`src/rtl/bw_pkg.sv`:
```
package bw_pkg;

  typedef struct packed {
    logic scl;
    logic sda;
  } bw_line_t;

  // Converts a time limit into a tick count, never less than one tick.
  function automatic int ticks_of(input int limit_us, input int tick_us);
    int n;
    n = limit_us / tick_us;
    return (n < 1) ? 1 : n;
  endfunction

endpackage

```
`src/rtl/bw_sync.sv`:
```
module bw_sync #(
  parameter int W      = 2,
  parameter int STAGES = 2
) (
  input  logic         clk_i,
  input  logic         rst_i,
  input  logic [W-1:0] d_i,
  output logic [W-1:0] q_o
);

  logic [W-1:0] stage_q [STAGES];

  always_ff @(posedge clk_i) begin
    if (rst_i) begin
      for (int s = 0; s < STAGES; s++) stage_q[s] <= '1;
    end else begin
      stage_q[0] <= d_i;
      for (int s = 1; s < STAGES; s++) stage_q[s] <= stage_q[s-1];
    end
  end

  assign q_o = stage_q[STAGES-1];

endmodule

```
`src/rtl/bw_low_timer.sv`:
```
module bw_low_timer #(
  parameter int CNT_W      = 16,
  parameter int LOW_TICKS  = 2500,
  parameter int RST_CYCLES = 16
) (
  input  logic clk_i,
  input  logic rst_i,
  input  logic tick_i,
  input  logic scl_s,
  output logic timeout_o,
  output logic rst_req_o
);

  localparam int unsigned RELOAD_I = (1 << CNT_W) - LOW_TICKS;
  localparam logic [CNT_W-1:0] RELOAD = CNT_W'(RELOAD_I);
  localparam int PW = $clog2(RST_CYCLES + 1);
  localparam logic [PW-1:0] PULSE_LAST = PW'(RST_CYCLES - 1);

  logic [CNT_W-1:0] cnt_q;
  logic [PW-1:0]    pulse_q;
  logic             fire;

  // Overflow of the up-counter while the clock line is still low.
  assign fire = !scl_s && tick_i && !timeout_o && (cnt_q == '1);

  always_ff @(posedge clk_i) begin
    if (rst_i) begin
      cnt_q     <= RELOAD;
      timeout_o <= 1'b0;
    end else if (scl_s) begin
      cnt_q     <= RELOAD;
      timeout_o <= 1'b0;
    end else if (fire) begin
      cnt_q     <= RELOAD;
      timeout_o <= 1'b1;
    end else if (tick_i && !timeout_o) begin
      cnt_q     <= cnt_q + 1'b1;
    end
  end

  always_ff @(posedge clk_i) begin
    if (rst_i) begin
      rst_req_o <= 1'b0;
      pulse_q   <= '0;
    end else if (fire) begin
      rst_req_o <= 1'b1;
      pulse_q   <= PULSE_LAST;
    end else if (rst_req_o) begin
      if (pulse_q == '0) rst_req_o <= 1'b0;
      else               pulse_q   <= pulse_q - 1'b1;
    end
  end

endmodule

```
`src/rtl/bw_idle_timer.sv`:
```
module bw_idle_timer #(
  parameter int FREE_TICKS = 5
) (
  input  logic clk_i,
  input  logic rst_i,
  input  logic tick_i,
  input  logic en_i,
  input  logic scl_s,
  input  logic sda_s,
  output logic free_o
);

  localparam int IW = $clog2(FREE_TICKS + 1);
  localparam logic [IW-1:0] LAST = IW'(FREE_TICKS - 1);

  logic [IW-1:0] cnt_q;
  logic          sda_q;
  logic          both_hi, start_c, stop_c, expire;

  assign both_hi = scl_s && sda_s;
  assign start_c = scl_s && sda_q && !sda_s;
  assign stop_c  = scl_s && !sda_q && sda_s;
  assign expire  = en_i && both_hi && tick_i && (cnt_q == LAST);

  always_ff @(posedge clk_i) begin
    if (rst_i) begin
      sda_q <= 1'b1;
      cnt_q <= '0;
    end else begin
      sda_q <= sda_s;
      if (!both_hi || !en_i)             cnt_q <= '0;
      else if (tick_i && cnt_q != LAST)  cnt_q <= cnt_q + 1'b1;
    end
  end

  always_ff @(posedge clk_i) begin
    if (rst_i)                 free_o <= 1'b0;
    else if (start_c)          free_o <= 1'b0;
    else if (stop_c || expire) free_o <= 1'b1;
  end

endmodule

```
`src/rtl/bus_watch.sv`:
```
module bus_watch #(
  parameter int TICK_US       = 10,
  parameter int LOW_LIMIT_US  = 25000,
  parameter int FREE_LIMIT_US = 50,
  parameter int RST_CYCLES    = 16,
  parameter int CNT_W         = 16,
  parameter int SYNC_STAGES   = 2
) (
  input  logic clk_i,
  input  logic rst_i,
  input  logic tick_i,
  input  logic scl_i,
  input  logic sda_i,
  input  logic free_en_i,
  output logic timeout_o,
  output logic rst_req_o,
  output logic free_o
);

  import bw_pkg::*;

  localparam int LOW_TICKS  = ticks_of(LOW_LIMIT_US, TICK_US);
  localparam int FREE_TICKS = ticks_of(FREE_LIMIT_US, TICK_US);

  bw_line_t raw_lines, sync_lines;
  logic     scl_s, sda_s;

  assign raw_lines = '{scl: scl_i, sda: sda_i};

  bw_sync #(.W($bits(bw_line_t)), .STAGES(SYNC_STAGES)) u_sync (
    .clk_i (clk_i),
    .rst_i (rst_i),
    .d_i   (raw_lines),
    .q_o   (sync_lines)
  );

  assign scl_s = sync_lines.scl;
  assign sda_s = sync_lines.sda;

  bw_low_timer #(
    .CNT_W      (CNT_W),
    .LOW_TICKS  (LOW_TICKS),
    .RST_CYCLES (RST_CYCLES)
  ) u_low (
    .clk_i     (clk_i),
    .rst_i     (rst_i),
    .tick_i    (tick_i),
    .scl_s     (scl_s),
    .timeout_o (timeout_o),
    .rst_req_o (rst_req_o)
  );

  bw_idle_timer #(.FREE_TICKS(FREE_TICKS)) u_idle (
    .clk_i  (clk_i),
    .rst_i  (rst_i),
    .tick_i (tick_i),
    .en_i   (free_en_i),
    .scl_s  (scl_s),
    .sda_s  (sda_s),
    .free_o (free_o)
  );

endmodule

```
`config.mk`:
```
export PLATFORM = sky130hd
export DESIGN_NAME = bus_watch
export DESIGN_NICKNAME = d
export VERILOG_FILES = /design/src/rtl/bw_pkg.sv /design/src/rtl/bw_sync.sv /design/src/rtl/bw_low_timer.sv /design/src/rtl/bw_idle_timer.sv /design/src/rtl/bus_watch.sv
export SDC_FILE = /design/constraint.sdc
export NUM_CORES = 1
export LEC_CHECK = 0
export ABC_AREA = 1
export BUFFER_PORTS_ARGS = -buffer_cell sky130_fd_sc_hd__clkbuf_2
export CORE_ASPECT_RATIO = 1.1
export CORE_UTILIZATION = 59
export CTS_CLUSTER_SIZE = 40
export DETAILED_ROUTE_END_ITERATION = 8
export PLACE_DENSITY = 0.75
export SLEW_MARGIN = 20
export SYNTH_ARGS = -nofsm -noshare
export SYNTH_HDL_FRONTEND = slang
export SYNTH_SLANG_ARGS = --single-unit
```
`constraint.sdc`:
```
create_clock -name clk_i -period 1.6 [get_ports clk_i]
set_input_delay 0.24 -clock clk_i [delete_from_list [all_inputs] [get_ports clk_i]]
set_output_delay 0.24 -clock clk_i [all_outputs]
set_load 0.01 [all_outputs]
```
## After elaboration in Yosys (flattened, before gate mapping)

Memories as Yosys holds them, arrays and structs flattened.
Cells that the tools add are included.

- Bits in registers: 28
- Bits in latches: 0
- RAM bits: 4
- ROM bits: 0
- Input bits: 6
- Output and inout bits: 3
- Logic and storage cells: 60
- Memories kept: 1

- $add $sub $neg: 3
- Multiply operators: 0
- Div/mod/pow operators: 0
- Magnitude comparators: 0
- Eq/ne operators: 4
- Shifts and indexed selects: 0
- Muxes and demuxes: 11
- Bitwise logic cells: 3
- Reduce and logical (&&, ||, !) cells: 30

Memory list:

| memory | words | bits a word | read ports | clocked after memory_dff | wr ports | line | text |
|---|---|---|---|---|---|---|---|
| u_sync.stage_q | 2 | 2 | 2 | 0 | 2 | bw_sync.sv:11 | `logic [W-1:0] stage_q [STAGES];` |

Operators with widths:

| kind | count |
|---|---|
| 16-bit by 1-bit adder with 16-bit output, second input constant | 1 |
| 16-bit equality test, second input constant | 1 |
| 1-bit logical AND | 13 |
| 4-bit 2-to-1 mux | 3 |
| 2-bit OR reduction | 4 |
| 1-bit logical NOT | 6 |
| 1-bit 2-to-1 mux | 6 |
| 5-bit logical NOT | 1 |
| 5-bit by 1-bit subtractor with 5-bit output, second input constant | 1 |
| 2-bit 2-to-1 mux | 2 |
| 2-bit AND reduction | 2 |
| 3-bit by 1-bit adder with 3-bit output, second input constant | 1 |
| 3-bit equality test, second input constant | 1 |
| 3-bit inequality test, second input constant | 1 |
| 3-bit OR reduction | 1 |
| 1-bit logical OR | 2 |
| 2-bit by 1-bit inequality test with 1-bit output, second input constant | 1 |
| 1-bit bitwise OR | 2 |
| 2-bit nonzero test | 1 |
| 1-bit inverter | 1 |

## Longest topological paths before layout

An unclocked memory read counts as a cell.

- Depth in word-level cells: 7
- Mapped depth: 8
- Gate-level depth less buffers: 8

## Modules after synthesis

Synthesis repeated with hierarchy kept, for this count alone.

- Cell total of the unflattened synthesis: 222
- Area total of the unflattened synthesis: 1592.8 µm²

Modules (own cells, without submodules):

| module | times used | cells an instance | area an instance (µm²) | sequential area each (µm²) |
|---|---|---|---|---|
| bw_low_timer | 1 | 170 | 1199.9 | 460.4 |
| bw_idle_timer | 1 | 37 | 261.5 | 100.1 |
| bw_sync | 1 | 15 | 131.4 | 80.1 |

## Least setup slack after synthesis

OpenSTA, ideal clock, no wires.

- Kind: register to register
- Start point: reg u_low.cnt_q[0]
- End point: reg u_low.cnt_q[13]
- Library setup time: 0.120 ns
- Arrival time: 1.187 ns
- Data required time: 1.480 ns
- Path slack: 0.293 ns
- Cell stages (with the launch flop): 9
- Path buffers: 1
- Period minus slack after synthesis: 1.307 ns
- Cell sequence: dfxtp_1 -> ha_1 -> nand3_1 -> nor2_1 -> nand2_1 -> nor2_1 -> nor2_1 -> buf_6 -> nand3_1

- Longest elaborated chain between the ends: 3
- Elaborated cells on any way between the ends: 4
- Those cells by class: add/sub: 1; eq/ne: 1; reduce/logical: 2

RTL lines:

| item | line | text |
|---|---|---|
| start, declared | bw_low_timer.sv:19 | `logic [CNT_W-1:0] cnt_q;` |
| start signal, assigned | bw_low_timer.sv:37 | `cnt_q <= cnt_q + 1'b1;` |
| parallel branches: the longest is 3 deep, another holds 16-bit by 1-bit adder with 16-bit output | - |  |

Parallel ways; which one is timed is not known.
A chain may end at the register's enable or synchronous reset.

## Final worst setup path

- Start point: reg u_low.cnt_q[0]
- End point: reg u_low.cnt_q[11]

The elaborated chain is that of the path after synthesis.

==> impl_metrics.yaml <==
outcome:
  status: "finished, final reports clean"
floorplan:
  core_um2: 2540
  design.die.area_um2: 2940
  row_count: 19
  ios: 9
  die_w_um: 51.8
  start_util_pct: 63.3
  fp.dieH_um: 56.8
detailed_routing:
  num_vias: 1422
  ant_nets: 0
  via_per_inst: 5.23
  wl_per_cell_um: 11.5
  drt_iter0_markers: 35
  drt-pass1-iter-count: 4
  finalWirelength_um: 3140
  drc_errors: 0
clocking:
  clock_path_buffers: 2
  cts_setup_buffers: 0
  h-tree-depth: 2
  cts.sinks: 32
  clk_pin_slew_ns: 0.09
  ctsResizeCount: 0
  clkLatencyLatePin_ns: 0.33
  ctsHoldBuffers: 0
  cts_tree: "built"
  root_buffer: "clkbuf_4"
  cts_buffers: 5
worst_hold_path:
  worstHoldStart: "scl_i"
  min_to: "u_sync.stage_q[0][1]"
  worstHoldPathCells: 2
  hp-class: "in -> reg"
timing:
  maxSlewViolCount: 0
  finalClockSkew_ns: 0.00360
  rsz0062_at_grt: "false"
  setup_viol: 0
  fmax_ghz: 0.679
  worst_pin_slew_ns: 0.283
  slew_headroom_pct: 81.0
  setup-tns-final_ns: 0
  fin_crit_ns: 1.47
  final.setup.worst_slack_ns: 0.128
  hold_viol_final: 0
  fin_crit_sh_pct: 92.0
synthesis:
  avgSynthCellArea_um2: 7.15
  yosys_warnings: 0
  yosys.area.top_type_share_pct: 39.8
  ys_types: 30
  synth-simple-area-share_pct: 39.3
  yosysTopAreaCell: "dfxtp_1"
  synthXorXnorAreaFrac_pct: 3.27
  ys_ff_latch: 32
  synth_top_family_by_area: "simple AND/OR/NAND/NOR gates"
  synthTopCellsByCount: "nand2_1 (60), dfxtp_1 (32), inv_1 (28)"
  synth_area_leaders: "dfxtp_1 (40%), nand2_1 (14%), nand3_1 (6.8%), inv_1 (6.5%), nor2_1 (6.3%)"
  synth_ff_type: "dfxtp_1"
  synth_fa_ha_area_share_pct: 3.89
  synth_compound_area_share_pct: 5.68
  synth_cells: 225
  synth-async-reset-ratio_pct: 0
  yosys.cell_count.top_type: "nand2_1"
  ys_seq_area_share_pct: 39.8
  syn_nets: 236
  synth.cell_area_um2: 1610
  synthMuxAreaShare_pct: 0
  synth_edf_count: 0
critical_path:
  worstPathMaxFanout: 11
  ff2ff_path_depth: 9
  crit_type: "reg -> reg"
  cp_data_required_time_ns: 1.83
  slowest_delay_ns: 0.37
  cp_cell_sequence: "ha_2 > nand3_1 > nor2_1 > nand2_1 > nor2_1 > nor2_1 > buf_4 > nand2_1 > nor2_1"
  crit_buf_inv: 1
  worstSetupStartpointType: "flip-flop"
  cp_slowest_cell: "dfxtp_2"
  r2r-start: "u_low.cnt_q[0]"
  reg2reg_to: "u_low.cnt_q[11]"
  worst_path_most_repeated_cell: "nor2_1"
  endpoint_kind: "flip-flop"
  rrSetupSlack_ns: 0.13
  worstPathArrival_ns: 1.71
  path_delay_family: "simple AND/OR/NAND/NOR gates"
layout:
  final_util_pct: 68.8
  multi_input_area_um2: 842
  fin_nets: 251
  area_growth_pct: 8.79
  drive_gt1_share_pct: 15.8
  antennaDiodeCount: 0
  fillerInstances: 225
  seqCellArea_um2: 643
  stdcell_count: 272
power:
  ir_drop_mv: 0.786
  seqPwrFrac_pct: 60.2
  p_sw_uw: 303
  power_frac_clock_pct: 35.7
  power_density_nw_per_um2: 768
  power_frac_comb_pct: 4.1
  p_int_uw: 1040
  p_leak_uw: 0.000809
  swShare_pct: 22.5
flow_run:
  drv_cap: 0
global_routing:
  grt_pass1_wl_um: 5260
  grt_max_degree: 12
  antenna_found_initial: 0
  grt_pass1_vias: 1309
  track_usage_pct: 24.4
  grt_overflow_total: 0
placement:
  gp_congestion: 0.786
  port_buffers: 8
  dp_slack_ns: 0.101
  placed_cells: 264
  dp_hpwl_um: 2420
[flip-flops by register name, summed over array words and instances, names as in the netlist]
name / cells
u_low.rst_req_o: 1
u_low.cnt_q: 16
u_low.timeout_o: 1
u_idle.cnt_q: 3
u_idle.free_o: 1
u_low.pulse_q: 5
u_idle.sda_q: 1
u_sync.stage_q: 4
[routing by layer]
metal / global-route usage (%) / share of wire [%] / vias to the layer above
met1: 25.3 / 42 / 647
met5: 0 / 0 / -
met2: 43.0 / 52 / 26
met3: 8.13 / 3.9 / 7
met4: 11.2 / 1.7 / 0
li1: - / - / 742
[placed cells by master, fill, tap and decap left out, types with 4 or more instances in the layout]
cell / Yosys / layout
ha_1: 5 / 4
nand4_1: 5 / 5
nor2_2: 4 / 4
a21oi_1: 7 / 7
inv_1: 28 / 28
nor2_1: 27 / 27
nand2_1: 60 / 60
nand3_1: 22 / 22
clkbuf_4: 0 / 5
clkbuf_2: 0 / 8
or2_2: 4 / 4
dfxtp_1: 32 / 30
[through the flow]
| stage | hold WS [ns] | instance area [um2] | total power [uW] |
|---|---|---|---|
| 3_5_place_dp | 0.402 | 1690 | 883 |
| 5_1_grt | 0.0733 | 1750 | 1400 |
| 2_1_floorplan | 0.344 | 1610 | 865 |
| 6_report | 0.0888 | 1750 | 1340 |
| 4_1_cts | 0.0812 | 1750 | 1360 |
| 3_3_place_gp | 0.399 | 1690 | 880 |
[power groups by stage]
stage | Combinational (uW) | Sequential (uW) | Clock (uW)
after global routing | 62.3 | 810 | 529
after global placement | 53.0 | 827 | 0
after floorplan | 38.7 | 827 | 0
after detailed placement | 55.2 | 828 | 0
after CTS | 55.5 | 809 | 493
final | 55.3 | 809 | 480
[how the worst max path moves through the flow]
stage	start	to	slack [ns]	depth (start not counted)
final	u_low.cnt_q[0]	u_low.cnt_q[11]	0.13	9
after global routing	u_low.cnt_q[0]	u_low.cnt_q[11]	0.004	9
after CTS	u_low.cnt_q[0]	u_low.cnt_q[11]	0.09	9
after detailed placement	u_low.cnt_q[0]	u_low.cnt_q[11]	0.10	9
after global placement	u_low.cnt_q[0]	u_low.cnt_q[11]	0.20	9
after floorplan	u_low.cnt_q[0]	u_low.cnt_q[13]	0.29	8
[final cells by class]
class | count | area share [%]
Inverter | 30 | 6.43
Sequential cell | 32 | 36.7
Clock buffer | 8 | 3.36
Tap cell | 31 | 2.22
Multi-Input combinational cell | 161 | 48.1
Timing Repair Buffer | 10 | 3.15
[kinds of logic (layout without fill, tap and decap cells)]
group / Yosys count / in the layout
buffers and inverters: 32 / 48
flip-flops: 32 / 32
AO/OA/AOI/OAI: 15 / 15
XOR/XNOR: 6 / 6
AND/OR/NAND/NOR: 135 / 135
adder cells (fa/ha/maj): 5 / 5
No activity file was read; power rests on OpenSTA's default activity.
